`src/rtl/udma_pkg.sv`:
```
// Package: shared state type and pin-level decode for the burst opener.
// Assumes: each state fixes one set of interface levels, independent of inputs.
package udma_pkg;

    typedef enum logic [2:0] {
        ST_IDLE    = 3'd0,
        ST_SETUP   = 3'd1,
        ST_ACK     = 3'd2,
        ST_READY   = 3'd3,
        ST_STREAM  = 3'd4,
        ST_RELEASE = 3'd5
    } bstate_t;

    typedef struct packed {
        logic ack_n;
        logic stop;
        logic rdy_n;
        logic host_own;
        logic bus_oe;
        logic active;
    } pins_t;

    // Maps a state onto the interface levels it drives.
    function automatic pins_t decode_pins(bstate_t s);
        pins_t p;
        case (s)
            ST_IDLE:    p = '{ack_n:1'b1, stop:1'b0, rdy_n:1'b1, host_own:1'b1, bus_oe:1'b1, active:1'b0};
            ST_SETUP:   p = '{ack_n:1'b1, stop:1'b1, rdy_n:1'b1, host_own:1'b0, bus_oe:1'b1, active:1'b0};
            ST_ACK:     p = '{ack_n:1'b0, stop:1'b1, rdy_n:1'b1, host_own:1'b0, bus_oe:1'b0, active:1'b0};
            ST_READY:   p = '{ack_n:1'b0, stop:1'b0, rdy_n:1'b0, host_own:1'b0, bus_oe:1'b0, active:1'b0};
            ST_STREAM:  p = '{ack_n:1'b0, stop:1'b0, rdy_n:1'b0, host_own:1'b0, bus_oe:1'b0, active:1'b1};
            ST_RELEASE: p = '{ack_n:1'b1, stop:1'b0, rdy_n:1'b1, host_own:1'b0, bus_oe:1'b0, active:1'b0};
            default:    p = '{ack_n:1'b1, stop:1'b0, rdy_n:1'b1, host_own:1'b1, bus_oe:1'b1, active:1'b0};
        endcase
        return p;
    endfunction

endpackage

```
`src/rtl/udma_sync.sv`:
```
// Module: multi-stage synchronizer with a both-edge detector on its output.
// Assumes: the input is asynchronous; edge is a combinational pulse one cycle wide.
module udma_sync #(
    parameter int STAGES = 2
) (
    input  logic clk,
    input  logic rst_n,
    input  logic din,
    output logic edge_seen
);
    logic [STAGES-1:0] chain;
    logic              last_q;

    genvar g;
    generate
        for (g = 0; g < STAGES; g++) begin : g_stage
            // Shifts the input through one synchronizer flop.
            always_ff @(posedge clk) begin
                if (!rst_n) chain[g] <= 1'b0;
                else if (g == 0) chain[g] <= din;
                else chain[g] <= chain[(g == 0) ? 0 : g-1];
            end
        end
    endgenerate

    // Remembers the previous synchronized level for edge detection.
    always_ff @(posedge clk) begin
        if (!rst_n) last_q <= 1'b0;
        else        last_q <= chain[STAGES-1];
    end

    assign edge_seen = chain[STAGES-1] ^ last_q;

endmodule

```
`src/rtl/udma_timer.sv`:
```
// Module: loadable down-counter that flags when it has reached zero.
// Assumes: the load takes priority; the count holds at zero once reached.
module udma_timer #(
    parameter int CNT_W = 4
) (
    input  logic             clk,
    input  logic             rst_n,
    input  logic             load,
    input  logic [CNT_W-1:0] load_val,
    output logic             done
);
    logic [CNT_W-1:0] cnt_q;

    // Loads or decrements the interval count.
    always_ff @(posedge clk) begin
        if (!rst_n)            cnt_q <= '0;
        else if (load)         cnt_q <= load_val;
        else if (cnt_q != '0)  cnt_q <= cnt_q - 1'b1;
    end

    assign done = (cnt_q == '0);

endmodule

```
`src/rtl/udma_seq.sv`:
```
// Module: burst sequencer; steps through setup, acknowledge, ready and streaming.
// Assumes: dmarq and burst_end are synchronous to clk; strobe_edge comes from the synchronizer.
module udma_seq
    import udma_pkg::*;
#(
    parameter int T_ACK = 4,
    parameter int T_ENV = 3,
    parameter int CNT_W = 4
) (
    input  logic clk,
    input  logic rst_n,
    input  logic dmarq,
    input  logic burst_end,
    input  logic strobe_edge,
    input  logic tmr_done,
    output logic tmr_load,
    output logic [CNT_W-1:0] tmr_val,
    output pins_t pins,
    output logic strobe_window
);
    localparam logic [CNT_W-1:0] ACK_LOAD = CNT_W'(T_ACK - 1);
    localparam logic [CNT_W-1:0] ENV_LOAD = CNT_W'(T_ENV - 1);

    bstate_t state_q, state_d;

    // Chooses the next state and the timer load for that transition.
    always_comb begin
        state_d  = state_q;
        tmr_load = 1'b0;
        tmr_val  = ACK_LOAD;
        case (state_q)
            ST_IDLE:    if (dmarq) begin
                            state_d  = ST_SETUP;
                            tmr_load = 1'b1;
                            tmr_val  = ACK_LOAD;
                        end
            ST_SETUP:   if (tmr_done) begin
                            state_d  = ST_ACK;
                            tmr_load = 1'b1;
                            tmr_val  = ENV_LOAD;
                        end
            ST_ACK:     if (tmr_done)    state_d = ST_READY;
            ST_READY:   if (strobe_edge) state_d = ST_STREAM;
            ST_STREAM:  if (burst_end)   state_d = ST_RELEASE;
            ST_RELEASE: state_d = ST_IDLE;
            default:    state_d = ST_IDLE;
        endcase
    end

    // Holds the sequencer state.
    always_ff @(posedge clk) begin
        if (!rst_n) state_q <= ST_IDLE;
        else        state_q <= state_d;
    end

    // Registers the interface levels decoded from the next state.
    always_ff @(posedge clk) begin
        if (!rst_n) pins <= decode_pins(ST_IDLE);
        else        pins <= decode_pins(state_d);
    end

    assign strobe_window = (state_q == ST_READY) || (state_q == ST_STREAM);

endmodule

```
`src/rtl/udma_init_host.sv`:
```
// Module: top of the Ultra DMA data-in burst opener on the host side.
// Assumes: T_ACK >= 1 and T_ENV >= 1; host register lines are stable while idle.
module udma_init_host
    import udma_pkg::*;
#(
    parameter int T_ACK       = 4,
    parameter int T_ENV       = 3,
    parameter int SYNC_STAGES = 2,
    parameter int CS_W        = 2,
    parameter int DA_W        = 3
) (
    input  logic            clk,
    input  logic            rst_n,
    input  logic            dmarq,
    input  logic            dstrobe,
    input  logic            burst_end,
    input  logic [CS_W-1:0] host_cs_n,
    input  logic [DA_W-1:0] host_da,
    output logic            dmack_n,
    output logic            stop,
    output logic            hdmardy_n,
    output logic [CS_W-1:0] cs_n,
    output logic [DA_W-1:0] da,
    output logic            dd_oe,
    output logic            rx_active,
    output logic            rx_strobe
);
    localparam int T_MAX = (T_ACK > T_ENV) ? T_ACK : T_ENV;
    localparam int CNT_W = (T_MAX > 1) ? $clog2(T_MAX) : 1;

    logic             strobe_edge;
    logic             tmr_load;
    logic             tmr_done;
    logic [CNT_W-1:0] tmr_val;
    logic             strobe_window;
    pins_t            pins;

    udma_sync #(.STAGES(SYNC_STAGES)) u_sync (
        .clk       (clk),
        .rst_n     (rst_n),
        .din       (dstrobe),
        .edge_seen (strobe_edge)
    );

    udma_timer #(.CNT_W(CNT_W)) u_timer (
        .clk      (clk),
        .rst_n    (rst_n),
        .load     (tmr_load),
        .load_val (tmr_val),
        .done     (tmr_done)
    );

    udma_seq #(.T_ACK(T_ACK), .T_ENV(T_ENV), .CNT_W(CNT_W)) u_seq (
        .clk           (clk),
        .rst_n         (rst_n),
        .dmarq         (dmarq),
        .burst_end     (burst_end),
        .strobe_edge   (strobe_edge),
        .tmr_done      (tmr_done),
        .tmr_load      (tmr_load),
        .tmr_val       (tmr_val),
        .pins          (pins),
        .strobe_window (strobe_window)
    );

    assign dmack_n   = pins.ack_n;
    assign stop      = pins.stop;
    assign hdmardy_n = pins.rdy_n;
    assign dd_oe     = pins.bus_oe;
    assign rx_active = pins.active;
    assign cs_n      = pins.host_own ? host_cs_n : {CS_W{1'b1}};
    assign da        = pins.host_own ? host_da   : {DA_W{1'b0}};
    assign rx_strobe = strobe_edge && strobe_window;

endmodule

```
`config.mk`:
```
export PLATFORM = sky130hd
export DESIGN_NAME = udma_init_host
export DESIGN_NICKNAME = d
export VERILOG_FILES = /design/src/rtl/udma_pkg.sv /design/src/rtl/udma_sync.sv /design/src/rtl/udma_timer.sv /design/src/rtl/udma_seq.sv /design/src/rtl/udma_init_host.sv
export SDC_FILE = /design/constraint.sdc
export NUM_CORES = 1
export LEC_CHECK = 0
export BUFFER_PORTS_ARGS = -buffer_cell sky130_fd_sc_hd__buf_2
export CORE_MARGIN = 2
export CORE_UTILIZATION = 45
export CTS_BUF_LIST = sky130_fd_sc_hd__clkbuf_8 sky130_fd_sc_hd__clkbuf_16
export CTS_CLUSTER_SIZE = 10
export DETAILED_ROUTE_END_ITERATION = 10
export PLACE_DENSITY = 0.71
export SLEW_MARGIN = 40
export SYNTH_ARGS = -nofsm -noshare
export SYNTH_HDL_FRONTEND = slang
export SYNTH_HIERARCHICAL = 1
export SYNTH_SLANG_ARGS = --single-unit
```
`constraint.sdc`:
```
create_clock -name clk -period 2.2 [get_ports clk]
set_input_delay 0.44 -clock clk [delete_from_list [all_inputs] [get_ports clk]]
set_output_delay 0.44 -clock clk [all_outputs]
set_load 0.1 [all_outputs]
```
* Word-level counts from Yosys, hierarchy flattened
Index checks and enable logic that the tools add are counted.
Operators by class: muxes and demuxes 16, add/sub/neg operators 1, reductions and logical operators 6, bitwise logic cells 1, eq/ne operators 9
Operators by type and width (number):
- $pmux W6 S5 | 1
- $mux W3 | 6
- $pmux W3 S5 | 1
- $eq A3 B2 Y1 const B | 4
- $eq A3 B3 Y1 const B | 3
- $mux W2 | 4
- $eq A3 B1 Y1 const B | 2
- $reduce_bool A2 Y1 | 2
- $logic_not A3 Y1 | 1
- $mux W1 | 3
- $logic_not A2 Y1 | 1
- $pmux W1 S2 | 1
- $sub A2 B1 Y2 const B | 1
- $logic_and A1 B1 Y1 | 1
- $logic_or A1 B1 Y1 | 1
- $xor A1 B1 Y1 | 1
Word-level totals: logic and storage cells 44, bits in registers 14, output and inout bits 11, input port bits 10

* Depth between registers and ports, before layout
Gate-level depths: netlist of run 1.
depth in word-level cells 5, gate-level depth with buffers 6, depth with buffers taken out 6

* By module
Netlist of run 1, hierarchy kept.
Modules (own cells, without submodules):
- udma_seq | instances 1, sequential area each 180.2 µm², cells each 46, area each 461.7 µm²
- udma_timer | instances 1, sequential area each 40.0 µm², cells each 13, area each 123.9 µm²
- udma_sync | instances 1, sequential area each 60.1 µm², cells each 7, area each 88.8 µm²
- udma_init_host | instances 1, sequential area each 0.0 µm², cells each 6, area each 37.5 µm²

* Worst setup path after synthesis of run 1
No wires, ideal clock.
path kind register to output, start register u_seq.state_q[0], end output port rx_strobe, cell stages (with the launch flop) 5, setup slack 0.284 ns, path buffers 1, arrival 1.476 ns, required time 1.760 ns, cells stage by stage dfxtp_1 -> buf_6 -> nor3b_4 -> a21o_1 -> and2_1
Between the ends: longest elaborated chain between the ends 3, elaborated cells between the ends (all ways) 4, classes of those cells eq/ne: 2; reduce/logical: 2
Ends and longest elaborated chain:
- from (decl) | RTL line udma_seq.sv:24 | bstate_t state_q, state_d;
- from (signal assigned) | RTL line udma_seq.sv:53 | else state_q <= state_d;
- $eq A3 B2 Y1 / $eq A3 B3 Y1 (equally long branches) | RTL line udma_seq.sv:62 | assign strobe_window = (state_q == ST_READY) || (state_q == ST_STREAM);
- $logic_or A1 B1 Y1 * | RTL line udma_seq.sv:62
- via strobe_window | RTL line udma_init_host.sv:35 | logic strobe_window;
- $logic_and A1 B1 Y1 * | RTL line udma_init_host.sv:73 | assign rx_strobe = strobe_edge && strobe_window;
- to (decl) | RTL line udma_init_host.sv:26 | output logic rx_strobe
Mark *: on every way through the listed nets, which the timed path passes. The rest lies on a longest branch.

* Worst setup path after layout of run 1
start register u_seq.state_q[1], end output port rx_strobe
The elaborated chain is that of the path after synthesis.

==> results of run 1 <==
==> area by class of cell <==
cell class | count | area share [%]
Multi-Input combinational cell | 50 | 45.0
Sequential cell | 14 | 32.3
Timing Repair Buffer | 20 | 11.5
Clock buffer | 4 | 6.34
Inverter | 6 | 2.59
Tap cell | 16 | 2.31
==> where the power goes <==
part	switching (mW)	total [mW]	internal (mW)
registers	0.0476	0.361	0.314
logic	0.500	0.689	0.188
clock network	0.0828	0.241	0.158
==> stage by stage <==
stage / setup slack [ps] / area, sq um
2_1_floorplan: 284 / 712
3_3_place_gp: 477 / 813
3_5_place_dp: 438 / 813
4_1_cts: 170 / 868
5_1_grt: 123 / 868
6_report: 181 / 868
==> Yosys cell counts, drive strengths merged <==
master / n / area (sq um)
and3b: 1 / 8.76
and4b: 1 / 10.0
a21boi: 2 / 26.3
and2: 8 / 51.3
nand2: 3 / 11.3
a211oi: 1 / 20.0
and2b: 1 / 7.51
o21bai: 1 / 7.51
mux2: 1 / 15.0
nand2b: 4 / 32.5
nor3b: 1 / 18.8
xor2: 2 / 17.5
o31ai: 1 / 12.5
dfxtp: 14 / 280
conb: 1 / 3.75
nor3: 1 / 5.00
a21oi: 2 / 10.0
a21o: 2 / 15.0
or2b: 2 / 15.0
nor2: 4 / 15.0
ha: 1 / 12.5
mux2i: 1 / 10.0
nand3: 3 / 15.0
a2111oi: 1 / 15.0
o21ai: 3 / 22.5
inv: 6 / 22.5
nor2b: 2 / 12.5
buf: 2 / 18.8
==> sequential cells by signal (all words and copies together) (netlist names) <==
signal,count
u_timer/cnt_q,2
u_sync/chain,2
u_seq/pins,6
u_sync/last_q,1
u_seq/state_q,3
==> metal layers <==
layer / vias to the layer above / track usage (%)
met4: 0 / 14.5
met3: 4 / 0.417
met5: - / 0
li1: 276 / -
met2: 16 / 17.9
met1: 226 / 17.2
==> worst paths after layout <==
kind                                       start              end  slack (ps)  depth (start not counted)
worst max-delay path            u_seq/state_q[1]        rx_strobe         180                          4
worst min-delay path                     dstrobe  u_sync/chain[0]         410                          2
worst max register to register  u_timer/cnt_q[0]    u_seq/pins[4]         510                          6
worst min register to register   u_sync/chain[0]  u_sync/chain[1]         430                          1
==> cell usage in the layout (no fill, tap or decap), drive strengths merged <==
| cell type | Yosys | routed |
|---|---|---|
| a211oi | 1 | 1 |
| nor3b | 1 | 1 |
| and4b | 1 | 1 |
| a21boi | 2 | 2 |
| o21ai | 3 | 3 |
| a21oi | 2 | 2 |
| nand2b | 4 | 4 |
| ha | 1 | 1 |
| clkbuf | 0 | 4 |
| and3b | 1 | 1 |
| nor2 | 4 | 4 |
| conb | 1 | 1 |
| or2b | 2 | 2 |
| inv | 6 | 6 |
| nor2b | 2 | 2 |
| a21o | 2 | 2 |
| dfxtp | 14 | 14 |
| nand2 | 3 | 3 |
| and2b | 1 | 1 |
| o31ai | 1 | 1 |
| a2111oi | 1 | 1 |
| mux2i | 1 | 1 |
| xor2 | 2 | 2 |
| buf | 2 | 20 |
| and2 | 8 | 8 |
| mux2 | 1 | 1 |
| o21bai | 1 | 1 |
| nand3 | 3 | 3 |
| nor3 | 1 | 1 |
==> kinds of logic (layout without fill, tap and decap cells) <==
family                     Yosys count  after routing
other                                1              1
AOI/OAI and AO/OA                   13             13
adders and majority gates            1              1
and+or+nand+nor                     31             31
xor gates and xnor gates             2              2
DFF                                 14             14
muxes                                2              2
buffers and inverters                8             30
==> impl_metrics.env, run 1 <==
export IMPL_critPathKind="reg -> out"
export IMPL_drtIter0Drc=1
export IMPL_start_util_pct=47.8
export IMPL_globalRouteTotalUtil_pct=13.1
export IMPL_post_cts_buffers=0
export IMPL_total_power_mw=1.29
export IMPL_drt_vias_per_instance=4.75
export IMPL_synth_top_family_by_area="simple AND/OR/NAND/NOR gates"
export IMPL_stdcell_count=110
export IMPL_final_max_slew_viol_count=0
export IMPL_avgSynthCellArea_sq_um=9.89
export IMPL_vias=522
export IMPL_rows=14
export IMPL_die_area_sq_mm=0.00192
export IMPL_synth_area_sq_um=712
export IMPL_syn_num_nets=83
export IMPL_drv_cap=0
export IMPL_grt_pass1_wl_mm=1.72
export IMPL_cts_hold_buf=0
export IMPL_crit_path_cell_trace="nor2b_1, a21o_1, and2_1, buf_2"
export IMPL_hold_ws_ps=406
export IMPL_yosysWarnings=6
export IMPL_crit_arrival_ps=1580
export IMPL_drc=0
export IMPL_grt_pass1_vias=422
export IMPL_status="finished, final reports clean"
export IMPL_worst_hold_path_type="in -> reg"
export IMPL_dp_cells=106
export IMPL_powerDensity_mw_per_mm2=1490
export IMPL_ys_seq_elements=14
export IMPL_synth_seq_area_share_pct=39.4
export IMPL_crit_fanout=7
export IMPL_rsz0062_at_grt="no"
export IMPL_core_area_sq_mm=0.00149
export IMPL_path_buf_inv=1
export IMPL_slowest_stage="dfxtp_1"
export IMPL_die_h_microns=43.8
export IMPL_postRouteAntennaNets=0
export IMPL_hold_violations=0
export IMPL_fin_util_pct=58.3
export IMPL_clock_fmax_mhz=495
export IMPL_insertedDiodeCount=0
export IMPL_drtPass1Iterations=3
export IMPL_endpoint_kind="primary output"
export IMPL_netlist_instances=72
export IMPL_power_leakage_nw=0.415
export IMPL_die_w_microns=43.8
export IMPL_hpwlAfterDp_microns=920
export IMPL_synthXorXnorAreaFrac_pct=2.46
export IMPL_finalWirelength_mm=1.17
export IMPL_max_vdd_ir_drop_mv=0.959
export IMPL_grt_antenna_before_repair=0
export IMPL_area_growth_pct=22.0
export IMPL_nNetsFinal=106
export IMPL_ff_latch_area_sq_um=280
export IMPL_setup_violations_final=0
export IMPL_synth_compound_area_share_pct=18.1
export IMPL_fin_tns_setup_ps=0
export IMPL_cts_resized=0
export IMPL_fin_skew_ps=3.07
export IMPL_met1Wirelength_microns=554
export IMPL_htreeDepth=1
export IMPL_fill_cells=135
export IMPL_gp_congestion=0.708
export IMPL_worstSetupStartpointType="flip-flop"
export IMPL_wl_per_cell_microns=10.6
export IMPL_cts_tree="yes"
export IMPL_drive_gt1_share_pct=36.2
export IMPL_yosys_mux_area_fraction_pct=3.51
export IMPL_synth_fa_ha_area_share_pct=1.76
export IMPL_dr_wl_met2_microns=500
export IMPL_cts_buffers=3
export IMPL_synth_cell_types=33
export IMPL_numPortBuffers=20
export IMPL_grt_ovfl_total=0
export IMPL_root_buffer="clkbuf_8"
export IMPL_finalCritPeriodShare_pct=91.8
export IMPL_highest_layer="met4"
export IMPL_cp_top_family="flip-flops"
export IMPL_pin_count=21
export IMPL_clk_pin_slew_worst_paths_ps=60
export IMPL_synth_simple_gate_area_share_pct=28.5
export IMPL_clk_latency_ps=240
export IMPL_finalCriticalPeriod_ps=2020
export IMPL_worstPathRequired_ps=1760
export IMPL_clkSinkCount=14
export IMPL_multi_input_area_sq_um=390
export IMPL_wl_met3_microns=64
export IMPL_critPathMaxStageDelay_ps=460
export IMPL_grt_max_degree=13
export IMPL_clockBufferDepth=2
Power figures use the tool's default switching activity.
==> inputs of run 2 (changes only) <==
- ABC_AREA: not set -> 1
- CORE_UTILIZATION: 45 -> 47
- PLACE_DENSITY: 0.71 -> 0.74
- SLEW_MARGIN: 40 -> 20
==> run 2 against run 1 <==
- sequential power fell by 6.9%
- highest routed layer unchanged
- sequential share of layout area increased by 1.2 points
- combinational power is 16% lower
==> impl_metrics.env, run 2 <==
export IMPL_synth_edf_count=0
export IMPL_ff_latch_area_sq_um=280
export IMPL_htreeDepth=1
export IMPL_vias=624
export IMPL_area_growth_pct=24.8
export IMPL_fin_tns_setup_ps=0
export IMPL_postRouteAntennaNets=0
export IMPL_endpoint_kind="primary output"
export IMPL_setup_violations_final=0
export IMPL_power_leakage_nw=0.481
export IMPL_clk_pin_slew_worst_paths_ps=60
export IMPL_sequentialPowerShare_pct=29.2
export IMPL_die_area_sq_mm=0.00175
export IMPL_die_h_microns=41.8
export IMPL_finalCritPeriodShare_pct=89.7
export IMPL_drive_gt1_share_pct=26.7
export IMPL_synth_area_sq_um=671
export IMPL_layout_commonest_cell="nand2_1"
export IMPL_drv_cap=0
export IMPL_max_flop_register="u_seq/pins"
export IMPL_slowest_stage="buf_2"
export IMPL_fin_util_pct=63.5
export IMPL_drc=0
export IMPL_grt_pass1_wl_mm=2.02
export IMPL_p_sw_uw=572
export IMPL_place_worst_setup_slack_ps=498
export IMPL_core_area_sq_mm=0.00132
export IMPL_stdcell_count=135
export IMPL_p_clk_share_pct=20.8
export IMPL_cp_top_family="simple AND/OR/NAND/NOR gates"
export IMPL_avgSynthCellArea_sq_um=6.91
export IMPL_clkSinkCount=14
export IMPL_yosysWarnings=6
export IMPL_nNetsFinal=132
export IMPL_worst_hold_path_type="in -> reg"
export IMPL_synth_area_leaders="dfxtp_1 (42%), nand2_1 (14%), inv_1 (13%), nand3_1 (6.0%), a21oi_1 (3.7%)"
export IMPL_globalRouteTotalUtil_pct=15.0
export IMPL_fin_skew_ps=2.50
export IMPL_start_util_pct=50.9
export IMPL_synth_top_cell_by_area="dfxtp_1"
export IMPL_place_area_sq_um=782
export IMPL_insertedDiodeCount=0
export IMPL_max_vdd_ir_drop_mv=0.935
export IMPL_grt_max_degree=12
export IMPL_crit_path_cell_trace="nor2_1, nand2_1, nand2_1, nand2_1, inv_1, buf_2"
export IMPL_crit_fanout=5
export IMPL_clk_latency_ps=240
export IMPL_final_max_slew_viol_count=0
export IMPL_hold_violations=0
export IMPL_swShare_pct=49.6
export IMPL_hold_ws_ps=386
export IMPL_die_w_microns=41.8
export IMPL_worst_slack_ps=226
export IMPL_synth_common_cells="nand2_1 (25), inv_1 (23), dfxtp_1 (14), nand3_1 (8), a21oi_1 (5)"
export IMPL_total_power_mw=1.15
export IMPL_synth_seq_area_share_pct=41.8
export IMPL_yosysMostFrequentCell="nand2_1"
export IMPL_grt_pass1_vias=533
export IMPL_status="finished, final reports clean"
export IMPL_crit_arrival_ps=1530
export IMPL_crit_top_cell="nand2_1"
export IMPL_rows=13
export IMPL_synth_cell_types=19
export IMPL_pin_count=21
export IMPL_wl_per_cell_microns=9.05
export IMPL_dp_cells=131
export IMPL_netlist_instances=97
export IMPL_clock_fmax_mhz=507
export IMPL_syn_num_nets=108
export IMPL_worstSetupStartpointType="flip-flop"
export IMPL_yosysTopAreaCellShare_pct=41.8
export IMPL_fin_area_sq_um=837
export IMPL_finalCriticalPeriod_ps=1970
export IMPL_grt_ovfl_total=0
export IMPL_drtIter0Drc=26
export IMPL_numPortBuffers=20
export IMPL_worstPathRequired_ps=1760
export IMPL_cts_hold_buf=0
export IMPL_rsz0062_at_grt="no"
export IMPL_cts_resized=0
export IMPL_critPathKind="reg -> out"
export IMPL_final_cell_mix="nand2_1 (25), inv_1 (23), buf_2 (20), dfxtp_1 (14), nand3_1 (8)"
export IMPL_ys_seq_elements=14
export IMPL_finalWirelength_mm=1.22
export IMPL_cts_tree="yes"
export IMPL_hpwlAfterDp_microns=930
export IMPL_gp_congestion=0.852
export IMPL_critPathMaxStageDelay_ps=410
export IMPL_path_buf_inv=2
export IMPL_powerDensity_mw_per_mm2=1380
export IMPL_drtPass1Iterations=4
export IMPL_post_cts_buffers=0
export IMPL_intPower_uw=582
export IMPL_clockBufferDepth=2
export IMPL_reg_top3="u_seq/pins: 6 flops, u_seq/state_q: 3 flops"
export IMPL_cts_buffers=3
export IMPL_grt_antenna_before_repair=0
export IMPL_drt_vias_per_instance=4.62
export IMPL_multi_input_area_sq_um=289
export IMPL_synth_ff_type="dfxtp_1"
export IMPL_combPwrFrac_pct=50.0
export IMPL_root_buffer="clkbuf_8"
export IMPL_largest_reg_flops=6
export IMPL_fill_cells=125
export IMPL_async_reset_ff_share_pct=0
run 2: cell count changes after synthesis, moves of 3 or more:
cell      before  now
nand2_1        3   25
o21ai_0        0    3
a21oi_1        2    5
inv_1          6   23
nand2b_1       3    0
nand3_1        3    8
and2_1         7    0
run 2: worst reg2reg max path, stage by stage, from the launching register on:
cell	delay [ps]
dfxtp_1	330
inv_1	60
ha_1	270
nand4_1	130
nand2_1	60
inv_1	120
nand3_1	120
nand2_1	90
nand3_1	60
run 2: metal layers:
layer	GRT usage, %	routed length, microns	vias to the layer above
met5	0	0	-
met4	5.81	6	0
met3	4.35	99	2
met2	26.6	573	27
met1	16.7	543	259
li1	-	-	336
run 2: cell families (layout without fill, tap and decap cells):
| family | Yosys count | count (layout) | synth area share [%] |
|---|---|---|---|
| compound gates | 10 | 10 | 9.14 |
| fa+ha+maj | 1 | 1 | 1.87 |
| buf+inv | 26 | 49 | 15.1 |
| flops | 14 | 14 | 41.8 |
| other cells | 1 | 1 | 0.559 |
| simple gates | 45 | 45 | 31.5 |
run 2: final cells by class:
class,instances,share of cell area [%]
clock buffers,4,6.58
inverters,25,11.2
multi-input cells,57,34.5
flip-flops and latches,14,33.5
well taps,15,2.24
repair buffers,20,12.0
run 2: power by group through the flow:
stage / Sequential (mW) / Combinational (mW) / Clock [mW]
floorplan: 0.490 / 0.344 / 0
global placement: 0.339 / 0.571 / 0
detailed placement: 0.341 / 0.579 / 0
CTS: 0.336 / 0.581 / 0.247
global route: 0.342 / 0.621 / 0.258
finish: 0.336 / 0.577 / 0.240
run 2: final timing paths:
kind | startpoint | end | slack, ps | cells after the start
setup / recovery | u_seq/state_q[1] | rx_strobe | 230 | 6
hold / removal | dstrobe | u_sync/chain[0] | 390 | 3
setup reg to reg | u_timer/cnt_q[0] | u_seq/pins[3] | 850 | 8
hold reg to reg | u_sync/chain[0] | u_sync/chain[1] | 410 | 2
